===== config.mk =====
export PLATFORM = sky130hd
export DESIGN_NAME = clkdiv_top
export DESIGN_NICKNAME = d
export VERILOG_FILES = /design/src/rtl/clkdiv_pkg.sv /design/src/rtl/clkdiv_decode.sv /design/src/rtl/clkdiv_seq.sv /design/src/rtl/clkdiv_shaper.sv /design/src/rtl/clkdiv_top.sv
export SDC_FILE = /design/constraint.sdc
export NUM_CORES = 1
export LEC_CHECK = 0
export CORE_MARGIN = 1
export CORE_UTILIZATION = 50
export CTS_BUF_LIST = sky130_fd_sc_hd__clkbuf_16
export CTS_CLUSTER_DIAMETER = 60
export DETAILED_ROUTE_END_ITERATION = 10
export DONT_BUFFER_PORTS = 1
export PLACE_DENSITY = 0.68
export SYNTH_ARGS = -nofsm -noshare
export SYNTH_HDL_FRONTEND = slang
export SYNTH_HIERARCHICAL = 1
export SYNTH_SLANG_ARGS = --single-unit

===== constraint.sdc =====
create_clock -name clk -period 2.2 [get_ports clk]
set_input_delay 0.11 -clock clk [delete_from_list [all_inputs] [get_ports clk]]
set_output_delay 0.11 -clock clk [all_outputs]
set_load 0.05 [all_outputs]

===== src/rtl/clkdiv_pkg.sv =====
// Package: shared constants, level encoding and ratio decode for the
// selectable ratio clock divider. Assumes each select is a 2-bit level code.
package clkdiv_pkg;
    localparam int unsigned LVL_W     = 2;
    localparam int unsigned LEVELS    = 3;
    localparam int unsigned RATIO_MAX = 12;
    localparam int unsigned RATIO_W   = $clog2(RATIO_MAX + 1);

    typedef enum logic [LVL_W-1:0] {
        LVL_LOW   = 2'b00,
        LVL_MID   = 2'b01,
        LVL_HIGH  = 2'b10,
        LVL_ALIAS = 2'b11
    } lvl_code_e;

    // Rank of a level code; the unused code aliases to MID.
    function automatic int unsigned lvl_rank(input logic [LVL_W-1:0] code);
        case (lvl_code_e'(code))
            LVL_LOW:  return 0;
            LVL_HIGH: return 2;
            default:  return 1;
        endcase
    endfunction

    // Ratio for a pair of ranks: first six codes count up, last three step by two from 8.
    function automatic int unsigned ratio_for(input int unsigned major, input int unsigned minor);
        int unsigned idx;
        idx = major * LEVELS + minor;
        if (idx < 6) return idx + 1;
        return 8 + 2 * (idx - 6);
    endfunction
endpackage


===== src/rtl/clkdiv_decode.sv =====
// Module: clkdiv_decode
// Turns two three-level select codes into a binary division ratio.
// Assumes: purely combinational; the caller registers the selects if needed.
module clkdiv_decode
    import clkdiv_pkg::*;
(
    input  logic [LVL_W-1:0]   sel_major,
    input  logic [LVL_W-1:0]   sel_minor,
    output logic [RATIO_W-1:0] ratio
);
    // Decode the two level ranks into a ratio value.
    always_comb begin
        ratio = RATIO_W'(ratio_for(lvl_rank(sel_major), lvl_rank(sel_minor)));
    end
endmodule


===== src/rtl/clkdiv_seq.sv =====
// Module: clkdiv_seq
// Period counter. It holds the active ratio and produces the registered
// high-phase flag. The requested ratio is adopted only when the counter wraps.
// Assumes: ratio inputs are legal (1..RATIO_MAX); synchronous active-low reset.
module clkdiv_seq
    import clkdiv_pkg::*;
(
    input  logic               clk,
    input  logic               rst_n,
    input  logic [RATIO_W-1:0] ratio_live,
    input  logic [RATIO_W-1:0] ratio_req,
    output logic [RATIO_W-1:0] ratio_q,
    output logic [RATIO_W-1:0] cnt_q,
    output logic               hi_q,
    output logic               run_q
);
    localparam logic [RATIO_W-1:0] ONE = RATIO_W'(1);

    logic               wrap;
    logic [RATIO_W-1:0] ratio_d;
    logic [RATIO_W-1:0] cnt_d;
    logic               hi_d;

    // Next-state: wrap at the last count, pick up the new ratio there.
    always_comb begin
        wrap    = (cnt_q == ratio_q - ONE);
        ratio_d = wrap ? ratio_req : ratio_q;
        cnt_d   = wrap ? '0 : cnt_q + ONE;
        hi_d    = (cnt_d < (ratio_d >> 1));
    end

    // State update; reset parks the counter at the last count of the live ratio.
    always_ff @(posedge clk) begin
        if (!rst_n) begin
            ratio_q <= ratio_live;
            cnt_q   <= ratio_live - ONE;
            hi_q    <= 1'b0;
            run_q   <= 1'b0;
        end else begin
            ratio_q <= ratio_d;
            cnt_q   <= cnt_d;
            hi_q    <= hi_d;
            run_q   <= 1'b1;
        end
    end
endmodule


===== src/rtl/clkdiv_shaper.sv =====
// Module: clkdiv_shaper
// Forms the final waveform. Even ratios use the rising-edge phase flag as is.
// Odd ratios OR in a copy delayed by half a period to stretch the high phase.
// Ratio 1 passes the input clock through while running.
// Assumes: ratio_q, hi_q and run_q change only on the rising edge of clk.
module clkdiv_shaper
    import clkdiv_pkg::*;
#(
    parameter int N_OUT = 2
)
(
    input  logic               clk,
    input  logic               rst_n,
    input  logic [RATIO_W-1:0] ratio_q,
    input  logic               hi_q,
    input  logic               run_q,
    output logic [N_OUT-1:0]   clk_out
);
    logic lag_q;
    logic shaped;

    // Falling-edge copy of the high flag for half-period stretch.
    always_ff @(negedge clk) begin
        if (!rst_n) lag_q <= 1'b0;
        else        lag_q <= hi_q;
    end

    // Select the waveform that fits the active ratio.
    always_comb begin
        if (ratio_q == RATIO_W'(1))  shaped = clk & run_q;
        else if (ratio_q[0])         shaped = hi_q | lag_q;
        else                         shaped = hi_q;
    end

    // Fan the one waveform out to every output copy.
    for (genvar g = 0; g < N_OUT; g++) begin : g_out
        assign clk_out[g] = shaped;
    end
endmodule


===== src/rtl/clkdiv_top.sv =====
// Module: clkdiv_top
// Selectable ratio clock divider driving N_OUT identical outputs at a 50%
// duty cycle.
// Assumes: the selects are quasi-static level codes synchronous to clk;
// rst_n is synchronous and active low.
module clkdiv_top
    import clkdiv_pkg::*;
#(
    parameter int N_OUT = 2
)
(
    input  logic             clk,
    input  logic             rst_n,
    input  logic [LVL_W-1:0] sel_major,
    input  logic [LVL_W-1:0] sel_minor,
    output logic [N_OUT-1:0] clk_out
);
    logic [LVL_W-1:0]   selq_major;
    logic [LVL_W-1:0]   selq_minor;
    logic [RATIO_W-1:0] ratio_live;
    logic [RATIO_W-1:0] ratio_req;
    logic [RATIO_W-1:0] ratio_q;
    logic [RATIO_W-1:0] cnt_q;
    logic               hi_q;
    logic               run_q;

    // Capture the selects every cycle; the counter consumes them at a wrap.
    always_ff @(posedge clk) begin
        selq_major <= sel_major;
        selq_minor <= sel_minor;
    end

    clkdiv_decode u_dec_live (
        .sel_major (sel_major),
        .sel_minor (sel_minor),
        .ratio     (ratio_live)
    );

    clkdiv_decode u_dec_held (
        .sel_major (selq_major),
        .sel_minor (selq_minor),
        .ratio     (ratio_req)
    );

    clkdiv_seq u_seq (
        .clk        (clk),
        .rst_n      (rst_n),
        .ratio_live (ratio_live),
        .ratio_req  (ratio_req),
        .ratio_q    (ratio_q),
        .cnt_q      (cnt_q),
        .hi_q       (hi_q),
        .run_q      (run_q)
    );

    clkdiv_shaper #(.N_OUT(N_OUT)) u_shape (
        .clk     (clk),
        .rst_n   (rst_n),
        .ratio_q (ratio_q),
        .hi_q    (hi_q),
        .run_q   (run_q),
        .clk_out (clk_out)
    );
endmodule


After elaboration in Yosys (flattened, before gate mapping)
Index checks and enable logic that the tools add are counted.
{"block": "totals", "output_inout_bits": 2, "latch_bits": 0, "regBits": 15, "input_bits": 6, "mem_count": 0, "word_cells": 54, "romBits": 0, "ramBits": 0}
{"block": "classes", "n_div": 0, "bitwise": 2, "muxes": 17, "multipliers": 2, "shifts": 0, "n_reduce_logical": 4, "eq_ne": 7, "order_cmp": 3, "addsub": 11}
{"op": "4-bit 2-to-1 mux", "count": 8}
{"op": "2-bit case mux with 2 select lines", "count": 4}
{"op": "4-bit by 1-bit adder with 4-bit output, second input constant", "count": 3}
{"op": "4-bit by 2-bit adder with 5-bit output", "count": 2}
{"op": "5-bit by 3-bit less-than comparator with 1-bit output, second input constant", "count": 2}
{"op": "4-bit adder, first input constant", "count": 2}
{"op": "2-bit == test, second input constant", "count": 4}
{"op": "2-bit logical NOT", "count": 4}
{"op": "2-bit by 2-bit multiplier with 4-bit output, second input constant", "count": 2}
{"op": "4-bit by 1-bit subtractor with 4-bit output, second input constant", "count": 2}
{"op": "3-bit subtractor, second input constant", "count": 2}
{"op": "1-bit 2-to-1 mux", "count": 5}
{"op": "4-bit by 1-bit == test with 1-bit output, second input constant", "count": 1}
{"op": "4-bit == test", "count": 1}
{"op": "4-bit by 3-bit less-than comparator with 1-bit output", "count": 1}
{"op": "2-bit by 1-bit != test with 1-bit output, second input constant", "count": 1}
{"op": "1-bit AND", "count": 1}
{"op": "1-bit OR", "count": 1}

Logic depth before layout (Yosys ltp)
{"block": "depth", "ltp_word": 9, "mapped_depth": 10, "depth_no_buf": 9}

Cells and area by module
The synthesis kept the hierarchy.
{"mod": "clkdiv_seq", "n_inst": 1, "cells_per_inst": 72, "area_per_inst_um2": 633.1, "seq_area_each_um2": 210.2}
{"mod": "clkdiv_decode", "n_inst": 2, "cells_per_inst": 11, "area_per_inst_um2": 95.1, "seq_area_each_um2": 0.0}
{"mod": "clkdiv_shaper", "n_inst": 1, "cells_per_inst": 9, "area_per_inst_um2": 87.6, "seq_area_each_um2": 20.0}
{"mod": "clkdiv_top", "n_inst": 1, "cells_per_inst": 4, "area_per_inst_um2": 80.1, "seq_area_each_um2": 80.1}

==> flow_metrics.py <==
metrics = {
    "power": {
        "peakVddDrop_uv": 902,
        "leakagePower_nw": 0.583,
        "total_power_after_layout_mw": 1.93,
        "power_per_cell_area_mw_per_mm2": 1470,
    },
    "placement": {
        "port_buffers": 0,
        "place_hpwl_mm": 1.40,
        "placement.setup.worst_slack_ns": -0.841,
        "gp_congestion": 0.809,
    },
    "floorplan": {
        "die_h_um": 46.5,
        "io_pins": 8,
        "floorplan.die_area_mm2": 0.00216,
        "num_rows": 15,
        "initial_utilization_pct": 55.6,
        "die_w_um": 46.5,
        "fp.coreArea_mm2": 0.00178,
    },
    "global_route": {
        "maximum_number_of_pins_on_one_net_before_global_route_repair": 14,
        "global_route.usage.total_pct": 26.4,
        "antenna_found_initial": 0,
        "first_global_vias": 842,
        "grt_remaining_overflow": 0,
        "grt_first_pass_wirelength_mm": 3.65,
    },
    "sta": {
        "timing.final.setup_violations": 3,
        "grt_setup_unrepaired": "true",
        "tightest_slew_ns": 0.795,
        "max-slew-margin-rel_pct": 45.9,
        "fin_setup_tns_ns": -1.03,
        "timing.final.max_slew_violations": 0,
        "worst_clock_skew_ns": 0.0938,
        "final_count_of_hold_timing_violations": 0,
        "final_worst_setup_slack_ns": -0.460,
    },
    "worst_setup_path": {
        "timing.critical_path.fanout_max": 2,
        "setup.reg_to_reg.worst_slack_ns": -0.11,
        "worst_r2r_path_depth": 9,
        "timing.critical_path.from_type": "flip-flop",
        "cp-end-kind": "primary output",
        "setup.worst_path.end": "clk_out[1]",
        "critical_path.startpoint": "u_shape/lag_q",
        "critical_path_class": "flip-flop to primary output",
        "critical_path.reg2reg.startpoint": "u_seq/ratio_q[0]",
        "worst_ep_required_time_ns": 2.09,
        "r2r_end": "u_seq/hi_q",
        "cp_data_arrival_time_ns": 2.55,
    },
    "final_layout": {
        "flow.area_growth_from_synthesis_pct": 32.1,
        "antenna_cells_inserted": 0,
        "nets": 137,
        "footprint_of_the_multi_input_gates_um2": 648,
        "fraction_of_final_layout_cells_sized_beyond_drive_strength_1_pct": 26.8,
        "num-fill-cells": 113,
        "final-seq-area_um2": 313,
    },
    "run_status": {
        "violated_checks": "setup timing",
        "outcome": "complete, but fails checks",
    },
    "synthesis": {
        "syn-mean-instance-area_um2": 9.26,
        "synth-edff-count": 1,
        "netlist.top_cell.by_area": "dfxtp_1",
        "yosysUniqueCellTypes": 34,
        "synth-async-reset-ratio_pct": 0,
        "syn-cell-area_um2": 991,
        "netlist_top_cells_area": "dfxtp_1 (28%), ha_1 (8.8%), xnor2_1 (5.3%)",
        "most_used_flip_flop_cell_after_synthesis": "dfxtp_1",
        "synth_seq_cells": 15,
        "yosysWarnings": 6,
        "synth_top_cell_area_share_pct": 28.3,
        "postSynthCellCount": 107,
        "synth_seq_area_share_pct": 31.3,
        "mappedNetlistNets": 120,
    },
    "drt": {
        "remaining_design_rule_violation_count": 0,
        "final_routed_wirelength_mm": 2.33,
        "vias": 840,
        "detail_route.iter0.violations": 31,
        "drtPass1Iterations": 4,
        "antenna_left": 0,
        "post_drt_via_cell_ratio": 5.68,
        "drt-wirelength-per-cell_um": 15.8,
    },
    "hold_path": {
        "hold_class": "primary input to flip-flop",
        "hold-path-cell-count": 2,
    },
    "clocking": {
        "tritoncts": "yes",
        "worstSkewPairLatency_ns": 0.44,
        "path_clk_slew_ns": 0.05,
    },
    "job": {
        "timing.max_cap.violations": 0,
    },
}
## worst max-delay path, stage by stage, from the launching register on
cell     delay, ns
dfxtp_2       0.31
a21oi_2       0.06
mux2i_4       0.63
## cell type report
cell class	instances	share of cell area, %
clock buffers	6	11.5
clock inverters	2	0.574
inverters	5	1.43
multi-input cells	78	49.5
flip-flops and latches	15	23.9
well taps	25	2.39
repair buffers	17	10.7
## registers in the layout, indices dropped and copies added (netlist names)
signal         count
u_shape/lag_q      1
u_seq/run_q        1
u_seq/ratio_q      4
u_seq/cnt_q        4
u_seq/hi_q         1
selq_major         2
selq_minor         2
## synthesized netlist by cell type, types with 2 or more instances
library cell   number
a21o_1              2
a21oi_1             3
a31oi_1             3
and2_1              4
and3_4              2
buf_4               2
clkbuf_1            3
dfxtp_1            14
dlygate4sd1_1       2
ha_1                7
inv_1               6
mux2i_1             3
nand2_1             7
nand3_1             4
nor2_1              9
nor2b_1             2
nor2b_4             2
nor3_1              2
o21ai_0             3
o21ai_1             2
o22ai_1             2
xnor2_1             6
xor2_1              5
xor2_2              2
## metal layers
layer | up-vias | routed length (µm) | global-route usage (%)
met5 | - | 0 | 0
met4 | 0 | 94 | 15.3
li1 | 394 | - | -
met2 | 42 | 1100 | 41.4
met3 | 13 | 186 | 12.2
met1 | 391 | 951 | 28.9
## per-stage QoR
stage / hold WS [ns] / std cells / cell area, µm² / util [%]
2_1_floorplan: 0.138 / 107 / 991 / -
3_3_place_gp: 0.138 / 135 / 1050 / 58.9
3_5_place_dp: 0.138 / 135 / 1050 / 58.9
4_1_cts: 0.0141 / 148 / 1310 / 73.2
5_1_grt: 0.0201 / 148 / 1310 / 73.4
6_report: 0.0174 / 148 / 1310 / 73.4
## where the power goes
part / switching [mW] / internal, mW / total [mW]
sequential: 0.0614 / 0.344 / 0.405
clock: 0.200 / 0.487 / 0.686
combinational: 0.426 / 0.408 / 0.834
## cells in the final DEF (no fill, tap or decap), types with 3 or more instances in the layout
cell,count
xor2_1,4
ha_1,6
nand3_1,3
clkbuf_16,6
dfxtp_1,12
a31oi_1,3
buf_4,12
and2_1,4
nor2_1,9
inv_1,7
nand2_1,7
xor2_2,3
dlygate4sd3_1,5
xnor2_1,6
## cell families after synthesis
group	after synthesis	share of synthesized area, %
AOI/OAI and AO/OA	20	12.8
and+or+nand+nor	34	21.0
muxes	3	3.03
xor gates and xnor gates	14	15.3
DFF	15	31.3
adders and majority gates	7	8.84
buffers and inverters	14	7.83
## worst min path at each step
stage	slack [ns]	start	end
global placement	0.14	sel_minor[1]	selq_minor[1]
CTS	0.01	rst_n	u_seq/ratio_q[0]
global route	0.02	rst_n	u_seq/ratio_q[0]
floorplan	0.14	sel_major[0]	selq_major[0]
detailed placement	0.14	sel_minor[1]	selq_minor[1]
finish	0.02	rst_n	u_seq/ratio_q[0]
## timing repair
action                                  CTS  global route
gates resized for setup                   9             1
pin swaps                                 1             0
endpoints found under the hold margin    12             0
buffers inserted                          2             0
hold buffers                              5             0
endpoints found under the setup margin    4             3
Power figures use the tool's default switching activity.
